==> src/rtl/rawmv_pkg.sv <==
package rawmv_pkg;

    localparam int DBL_W   = 64;
    localparam int SGL_W   = 32;
    localparam int DEXP_W  = 11;
    localparam int SEXP_W  = 8;
    localparam int DFRAC_W = DBL_W - DEXP_W - 1;
    localparam int SFRAC_W = SGL_W - SEXP_W - 1;
    localparam int DBIAS   = (1 << (DEXP_W - 1)) - 1;
    localparam int SBIAS   = (1 << (SEXP_W - 1)) - 1;
    localparam int XTRA_W  = DEXP_W - SEXP_W;
    localparam int PAD_W   = DFRAC_W - SFRAC_W;
    localparam int CR_W    = 4;

    // Double exponent band that maps onto single denormals
    localparam int DEN_HI  = DBIAS - SBIAS;
    localparam int DEN_LO  = DEN_HI - SFRAC_W + 1;

    typedef enum logic [1:0] {
        OP_F2I_D = 2'd0,
        OP_I2F_D = 2'd1,
        OP_F2I_S = 2'd2,
        OP_I2F_S = 2'd3
    } mv_op_e;

    typedef enum logic {
        ST_IDLE = 1'b0,
        ST_DONE = 1'b1
    } mv_state_e;

endpackage

==> src/rtl/rawmv_narrow.sv <==
module rawmv_narrow
    import rawmv_pkg::*;
(
    input  logic [DBL_W-1:0] dval,
    output logic [SGL_W-1:0] sval
);

    localparam int LZ_W   = $clog2(SFRAC_W + 2);
    localparam int LOWTOP = DBL_W - 3 - XTRA_W;

    logic [DEXP_W-1:0]  dexp;
    logic               in_den;
    logic [LZ_W-1:0]    shamt;
    logic [DFRAC_W:0]   mant;
    logic [DFRAC_W:0]   mant_sh;
    logic [SGL_W-1:0]   sel_path;
    logic [SGL_W-1:0]   den_path;

    assign dexp   = dval[DBL_W-2 -: DEXP_W];
    assign in_den = (int'(dexp) >= DEN_LO) && (int'(dexp) <= DEN_HI);

    always_comb begin
        shamt = '0;
        if (in_den) begin
            shamt = LZ_W'(DEN_HI + 1 - int'(dexp));
        end
    end

    assign mant    = {1'b1, dval[DFRAC_W-1:0]};
    assign mant_sh = mant >> shamt;

    // Plain bit selection: sign, top exponent bit, then the next thirty bits
    assign sel_path = {dval[DBL_W-1], dval[DBL_W-2], dval[LOWTOP -: SGL_W-2]};

    // Denormal single: zero exponent field, fraction without rounding
    assign den_path = {dval[DBL_W-1], {SEXP_W{1'b0}}, mant_sh[DFRAC_W-1 -: SFRAC_W]};

    assign sval = in_den ? den_path : sel_path;

endmodule

==> src/rtl/rawmv_widen.sv <==
module rawmv_widen
    import rawmv_pkg::*;
(
    input  logic [SGL_W-1:0] sval,
    output logic [DBL_W-1:0] dval
);

    localparam int LZ_W = $clog2(SFRAC_W + 2);

    logic [SEXP_W-1:0]  sexp;
    logic [SFRAC_W-1:0] sfrac;
    logic               exp_zero;
    logic               exp_ones;
    logic               is_den;
    logic [LZ_W-1:0]    lz;
    logic               hit;
    logic [SFRAC_W-1:0] norm_frac;
    logic [DEXP_W-1:0]  den_exp;
    logic [DBL_W-1:0]   bit_path;
    logic [DBL_W-1:0]   den_path;
    logic               fill;

    assign sexp     = sval[SGL_W-2 -: SEXP_W];
    assign sfrac    = sval[SFRAC_W-1:0];
    assign exp_zero = (sexp == '0);
    assign exp_ones = (sexp == '1);
    assign is_den   = exp_zero && (sfrac != '0);

    // Leading-zero count over the single fraction
    always_comb begin
        lz  = '0;
        hit = 1'b0;
        for (int i = SFRAC_W - 1; i >= 0; i--) begin
            if (!hit) begin
                if (sfrac[i]) begin
                    hit = 1'b1;
                end else begin
                    lz = lz + 1'b1;
                end
            end
        end
    end

    assign norm_frac = sfrac << (lz + 1'b1);
    assign den_exp   = DEXP_W'(DEN_HI) - DEXP_W'(lz);

    // Exponent extension: invert the top bit for normal values, copy it otherwise
    assign fill     = (exp_zero || exp_ones) ? sval[SGL_W-2] : ~sval[SGL_W-2];
    assign bit_path = {sval[SGL_W-1], sval[SGL_W-2], {XTRA_W{fill}},
                       sval[SGL_W-3:0], {PAD_W{1'b0}}};
    assign den_path = {sval[SGL_W-1], den_exp, norm_frac, {PAD_W{1'b0}}};

    assign dval = is_den ? den_path : bit_path;

endmodule

==> src/rtl/rawmv_cond.sv <==
module rawmv_cond
    import rawmv_pkg::*;
(
    input  logic [DBL_W-1:0] value,
    input  logic             to_fpr,
    input  logic             so_in,
    input  logic [CR_W-1:0]  fp_summary,
    output logic [CR_W-1:0]  field
);

    logic neg;
    logic zero;

    assign neg  = value[DBL_W-1];
    assign zero = (value == '0);

    always_comb begin
        if (to_fpr) begin
            field = fp_summary;
        end else begin
            field = {neg, ~neg & ~zero, zero, so_in};
        end
    end

endmodule

==> src/rtl/rawmv_unit.sv <==
module rawmv_unit
    import rawmv_pkg::*;
(
    input  logic             clk,
    input  logic             rst_n,
    input  logic             op_valid,
    input  logic [1:0]       op_sel,
    input  logic             rec,
    input  logic             so_in,
    input  logic [CR_W-1:0]  fp_summary,
    input  logic [DBL_W-1:0] src,
    output logic             res_valid,
    output logic [DBL_W-1:0] res_data,
    output logic             dst_fpr,
    output logic             cr_valid,
    output logic [CR_W-1:0]  cr_field,
    output logic             cr_sel
);

    mv_state_e        state_q;
    mv_state_e        state_d;
    mv_op_e           op;
    logic [SGL_W-1:0] narrow_val;
    logic [DBL_W-1:0] widen_val;
    logic [DBL_W-1:0] move_val;
    logic             move_fpr;
    logic [CR_W-1:0]  cond_val;

    assign op = mv_op_e'(op_sel);

    rawmv_narrow u_narrow (
        .dval (src),
        .sval (narrow_val)
    );

    rawmv_widen u_widen (
        .sval (src[SGL_W-1:0]),
        .dval (widen_val)
    );

    always_comb begin
        unique case (op)
            OP_F2I_D: move_val = src;
            OP_I2F_D: move_val = src;
            OP_F2I_S: move_val = {{(DBL_W-SGL_W){1'b0}}, narrow_val};
            OP_I2F_S: move_val = widen_val;
            default:  move_val = '0;
        endcase
    end

    assign move_fpr = op_sel[0];

    rawmv_cond u_cond (
        .value      (move_val),
        .to_fpr     (move_fpr),
        .so_in      (so_in),
        .fp_summary (fp_summary),
        .field      (cond_val)
    );

    // Next-state logic
    always_comb begin
        unique case (state_q)
            ST_IDLE: state_d = op_valid ? ST_DONE : ST_IDLE;
            ST_DONE: state_d = op_valid ? ST_DONE : ST_IDLE;
            default: state_d = ST_IDLE;
        endcase
    end

    // State register
    always_ff @(posedge clk) begin
        if (!rst_n) begin
            state_q <= ST_IDLE;
        end else begin
            state_q <= state_d;
        end
    end

    // Output register
    always_ff @(posedge clk) begin
        if (!rst_n) begin
            res_data <= '0;
            dst_fpr  <= 1'b0;
            cr_valid <= 1'b0;
            cr_field <= '0;
            cr_sel   <= 1'b0;
        end else if (op_valid) begin
            res_data <= move_val;
            dst_fpr  <= move_fpr;
            cr_valid <= rec;
            cr_field <= rec ? cond_val : '0;
            cr_sel   <= rec & move_fpr;
        end else begin
            cr_valid <= 1'b0;
            cr_field <= '0;
            cr_sel   <= 1'b0;
        end
    end

    assign res_valid = (state_q == ST_DONE);

endmodule

==> config.mk <==
export PLATFORM = sky130hd
export DESIGN_NAME = rawmv_unit
export DESIGN_NICKNAME = d
export VERILOG_FILES = /design/src/rtl/rawmv_pkg.sv /design/src/rtl/rawmv_narrow.sv /design/src/rtl/rawmv_widen.sv /design/src/rtl/rawmv_cond.sv /design/src/rtl/rawmv_unit.sv
export SDC_FILE = /design/constraint.sdc
export NUM_CORES = 1
export LEC_CHECK = 0
export BUFFER_PORTS_ARGS = -buffer_cell sky130_fd_sc_hd__buf_2
export CAP_MARGIN = 30
export CELL_PAD_IN_SITES_DETAIL_PLACEMENT = 0
export CELL_PAD_IN_SITES_GLOBAL_PLACEMENT = 1
export CORE_ASPECT_RATIO = 0.7
export CORE_MARGIN = 3
export CORE_UTILIZATION = 33
export DETAILED_ROUTE_END_ITERATION = 6
export HOLD_SLACK_MARGIN = 0.08
export PLACE_DENSITY = 0.74
export SYNTH_ARGS = -nofsm -noshare
export SYNTH_HDL_FRONTEND = slang
export SYNTH_HIERARCHICAL = 1
export SYNTH_SLANG_ARGS = --single-unit
==> constraint.sdc <==
create_clock -name clk -period 24.9 [get_ports clk]
set_input_delay 1.245 -clock clk [delete_from_list [all_inputs] [get_ports clk]]
set_output_delay 1.245 -clock clk [all_outputs]
set_load 0.005 [all_outputs]
==> run summary <==
The total area of multi-input combinational cells came out at about 0.0080 mm^2. The worst setup path is captured at a register. The routed wirelength normalized by instance count is approximately 23 um. The highest cell delay on the worst timing path is ~520 ps.

The clock-pin slew reported for the worst setup and hold paths after clock tree synthesis is 60 ps. The worst hold path begins at res_data[25]$_SDFFE_PN0P_. The area growth from synthesis to layout came out at 10.17%.

The first routing iteration left between 1500 and 2000 violations. The required time at the endpoint of the critical path is ~25000 ps. The slowest cell on the critical path is ha_1.

The register area share after synthesis came out at 0.1411. The destination of the worst hold path is res_data[25]$_SDFFE_PN0P_. In the layout the commonest cells are 184 x nand2_1, 144 x buf_2, 139 x nor2_1, 110 x mux2i_1, 82 x a21oi_1. The HPWL after detailed placement is 33380 um.

The number of hold-slack violations in the final timing report was 0. The total of warnings raised by yosys is 6. The shortest clock period the worst path allows after layout is between 10000 and 15000 ps.

The global-route congestion overflow total came out at 0. The run finished with clean final reports. The slew of the pin with the lowest slew margin is roughly 1000 ps. The via count of the first global-routing pass came to around 10000.

The final instance area came out at 0.01125 mm^2. For the worst flop-to-flop path, the logic depth is 2. The clock sink count came out at between 70 and 80. The number of remaining DRC errors is 0. The fraction of the cycle the final worst path needs came out at 0.5483. VDD sags by at most between 0.03 and 0.04 mV. The cell that appears most often on the critical path is ha_1. STA puts the critical path data arrival time at approximately 14000 ps. The largest fanout of any net on the critical path came out at 20. The worst register-to-register path begins at res_data[40]$_SDFFE_PN0P_. The post-CTS setup repair buffer count came out at 0.

The number of antenna diodes is 0. The tree is rooted in a clkbuf_16. The clock latency reported for the late side of the worst-skew pair came out at about 350 ps. For this run, the number of standard cells in the final layout without fillers is around 1900.

The fraction of final layout cells with drive strength greater than 1 is 0.1552. Setup repair after global routing left no endpoint under its margin. In this run the critical register-to-register path is captured at res_data[40]$_SDFFE_PN0P_. The worst relative slew slack came out at 0.3080. Dividing the detail-routed via count by the number of cells gives ~5.9. Synthesis produced roughly 1400 cells. The layout has 3320 filler cells. The average instance in the mapped netlist occupies about 7.1 um^2. The number of top-level pins came out at between 100 and 150.

The number of enable-type register cells in the synthesized netlist is 0. The number of H-tree levels is 3. Summed over all cells, the static leakage comes to approximately 4.7 nW. The netlist area before placement is a little over 0.01 mm^2. The maximum number of pins on one net before global-route repair came out at 100. Input and output buffers added on the ports amount to about 150. Of all flip-flops after synthesis, the portion carrying an async set or reset was 0.

For the final routed database, the setup TNS stands at 0 ps. Setup violations remaining at the end of the flow were counted as 0. The starting utilization of the core area came out at 0.3378. In the final layout, flip-flops and latches occupy between 0.001 and 0.0015 mm^2.

The total wire length is around 43000 um. Once placement finished, the instance area stood at ~0.011 mm^2. The floorplan has 53 rows. The total core area is 0.03024 mm^2. The residual antenna-violating net count after detailed routing is 0.

The number of gates resized after CTS was 0. The max-capacitance violation count came out at 0. The worst path meets setup with 11250 ps of slack. The horizontal die dimension is 216.3 um.

The count of final max-slew check failures was 0. The total power divided by cell area is just under 40 mW/mm^2. Clock tree synthesis inserted a total of 9 buffers. The first-pass GRT wire length is between 60000 and 70000 um. The clock tree from TritonCTS is built.

The overall track demand over capacity in global routing came out at 0.2522. The number of nets at the end of the flow came out at ~1600. The worst setup slack after placement came out at approximately 11000 ps. The most used flip-flop cell after synthesis is dfxtp_1. The register-to-register setup slack is ~24000 ps. The via count is between 10000 and 15000. Buffers inserted to repair hold after CTS numbered 0.

The number of antenna violations at the first check in global routing was 0. The worst setup path is of the in2reg kind. The number of stages on the worst hold path is 2. The library cell used most frequently in the layout, excluding fill and tap cells, is nand2_1.

The number of buffers on the longest clock path came out at 2. The final weighted congestion in routability-driven placement came out at roughly 0.98. The area of the die is between 0.03 and 0.04 mm^2. The pre-antenna-repair detailed-routing pass consisted of 6 iterations. The path type of the worst min-delay path is reg2reg. In this run, synthesis produced a sequential element count of 72. STA classifies the critical path startpoint as a primary input. Timing would allow up to approximately 73 MHz. Counting tap cells, the placed design contains a total of ~1900 instances. The worst clock skew is 0 ps. After synthesis, the netlist uses 95 different library cells. The floorplan die height came out at between 150 and 200 um.
[cell families after synthesis]
logic type / count (synthesis) / synth area share
AND/OR/NAND/NOR: 606 / 0.2978
AO/OA/AOI/OAI: 379 / 0.2450
buffers and inverters: 174 / 0.09101
multiplexers: 128 / 0.1302
flip-flops: 72 / 0.1411
XOR/XNOR: 56 / 0.06222
adder cells (fa/ha/maj): 27 / 0.03234
other: 1 / 0.0003671
[where the power goes]
group / total, W / internal (W) / switching [W]
Clock: 0.000156 / 0.000100 / 0.0000557
Sequential: 0.000129 / 0.000123 / 0.00000614
Combinational: 0.000159 / 0.0000554 / 0.000104
Total: 0.000444 / 0.000279 / 0.000165
[worst max-delay path by stage]
| stage | from | endpoint |
|---|---|---|
| finish | src[20] | cr_field[1]$_SDFF_PN0_ |
| floorplan | src[22] | cr_field[2]$_SDFF_PN0_ |
| detailed placement | src[20] | cr_field[2]$_SDFF_PN0_ |
| global route | src[20] | cr_field[1]$_SDFF_PN0_ |
| CTS | src[20] | cr_field[2]$_SDFF_PN0_ |
| global placement | src[20] | cr_field[2]$_SDFF_PN0_ |
[worst max-delay path, delay by kind of cell]
kind,cells,cell delay (ps)
AO/OA/AOI/OAI,20,3510
adder cells (fa/ha/maj),12,4070
AND/OR/NAND/NOR,26,4280
buffers and inverters,2,600
multiplexers,1,200
[layout make-up]
cell class / instances / share of cell area
Timing Repair Buffer: 165 / 0.07783
Sequential cell: 72 / 0.1281
Tap cell: 412 / 0.04581
Clock inverter: 5 / 0.009340
Clock buffer: 10 / 0.02124
Multi-Input combinational cell: 1225 / 0.7074
Inverter: 31 / 0.01034
[Yosys cell counts (5+ instances only)]
cell        n  area, um^2
xnor2_1    31       271.5
mux2i_1   110        1101
a21o_1     10       75.07
nand2b_1   44       275.3
dfxtp_1    72        1441
a22oi_1    10       75.07
a31oi_1    41       256.5
mux2_2     14       157.7
o21ai_0    80       400.4
ha_1       24       300.3
inv_1      30       112.6
nand4_1    13       81.33
buf_6       5       56.30
nand3b_1   36       270.3
buf_4      48       360.4
a21boi_0    5       37.54
nand3_1    53       265.3
o31ai_1    13       97.59
a32oi_1     6       52.55
a22o_1      9       78.83
a211oi_1   13       97.59
clkbuf_1   55       206.5
nor4_2      6       75.07
o211ai_1   11       82.58
nor2_1    139       521.8
and3_1      7       43.79
xor2_1     13       113.9
and2_1     15       93.84
nor4_1     17       106.4
o221ai_1   34       297.8
nand2_1   184       690.7
a21oi_1    83       415.4
nor3_1     40       200.2
o21ai_1     9       45.04
nor3b_1     5       37.54
nor2b_1    16       100.1
buf_2      29       145.1
or3_1       5       31.28
[routing by layer]
metal,track usage,wire (um),vias to the layer above
met5,0,0,-
met2,0.3322,16470,596
li1,-,-,5339
met3,0.07691,4696,42
met1,0.3973,21560,5324
met4,0.04124,561,0
[state kept, by name (all words and copies together) (netlist names)]
register,count
cr_sel,1
cr_valid,1
res_valid,1
dst_fpr,1
res_data,64
cr_field,4
[stage by stage]
step                      hold slack [ps]  total power, W  utilization
after global placement              476.3       0.0002862       0.3606
after global routing                534.6       0.0004649       0.3721
final                               495.2       0.0004442       0.3721
after floorplan                     485.9       0.0002331            -
after detailed placement            472.9       0.0002860       0.3606
after CTS                           498.4       0.0004417       0.3720
Note: power is estimated with default switching activity, not from simulation.
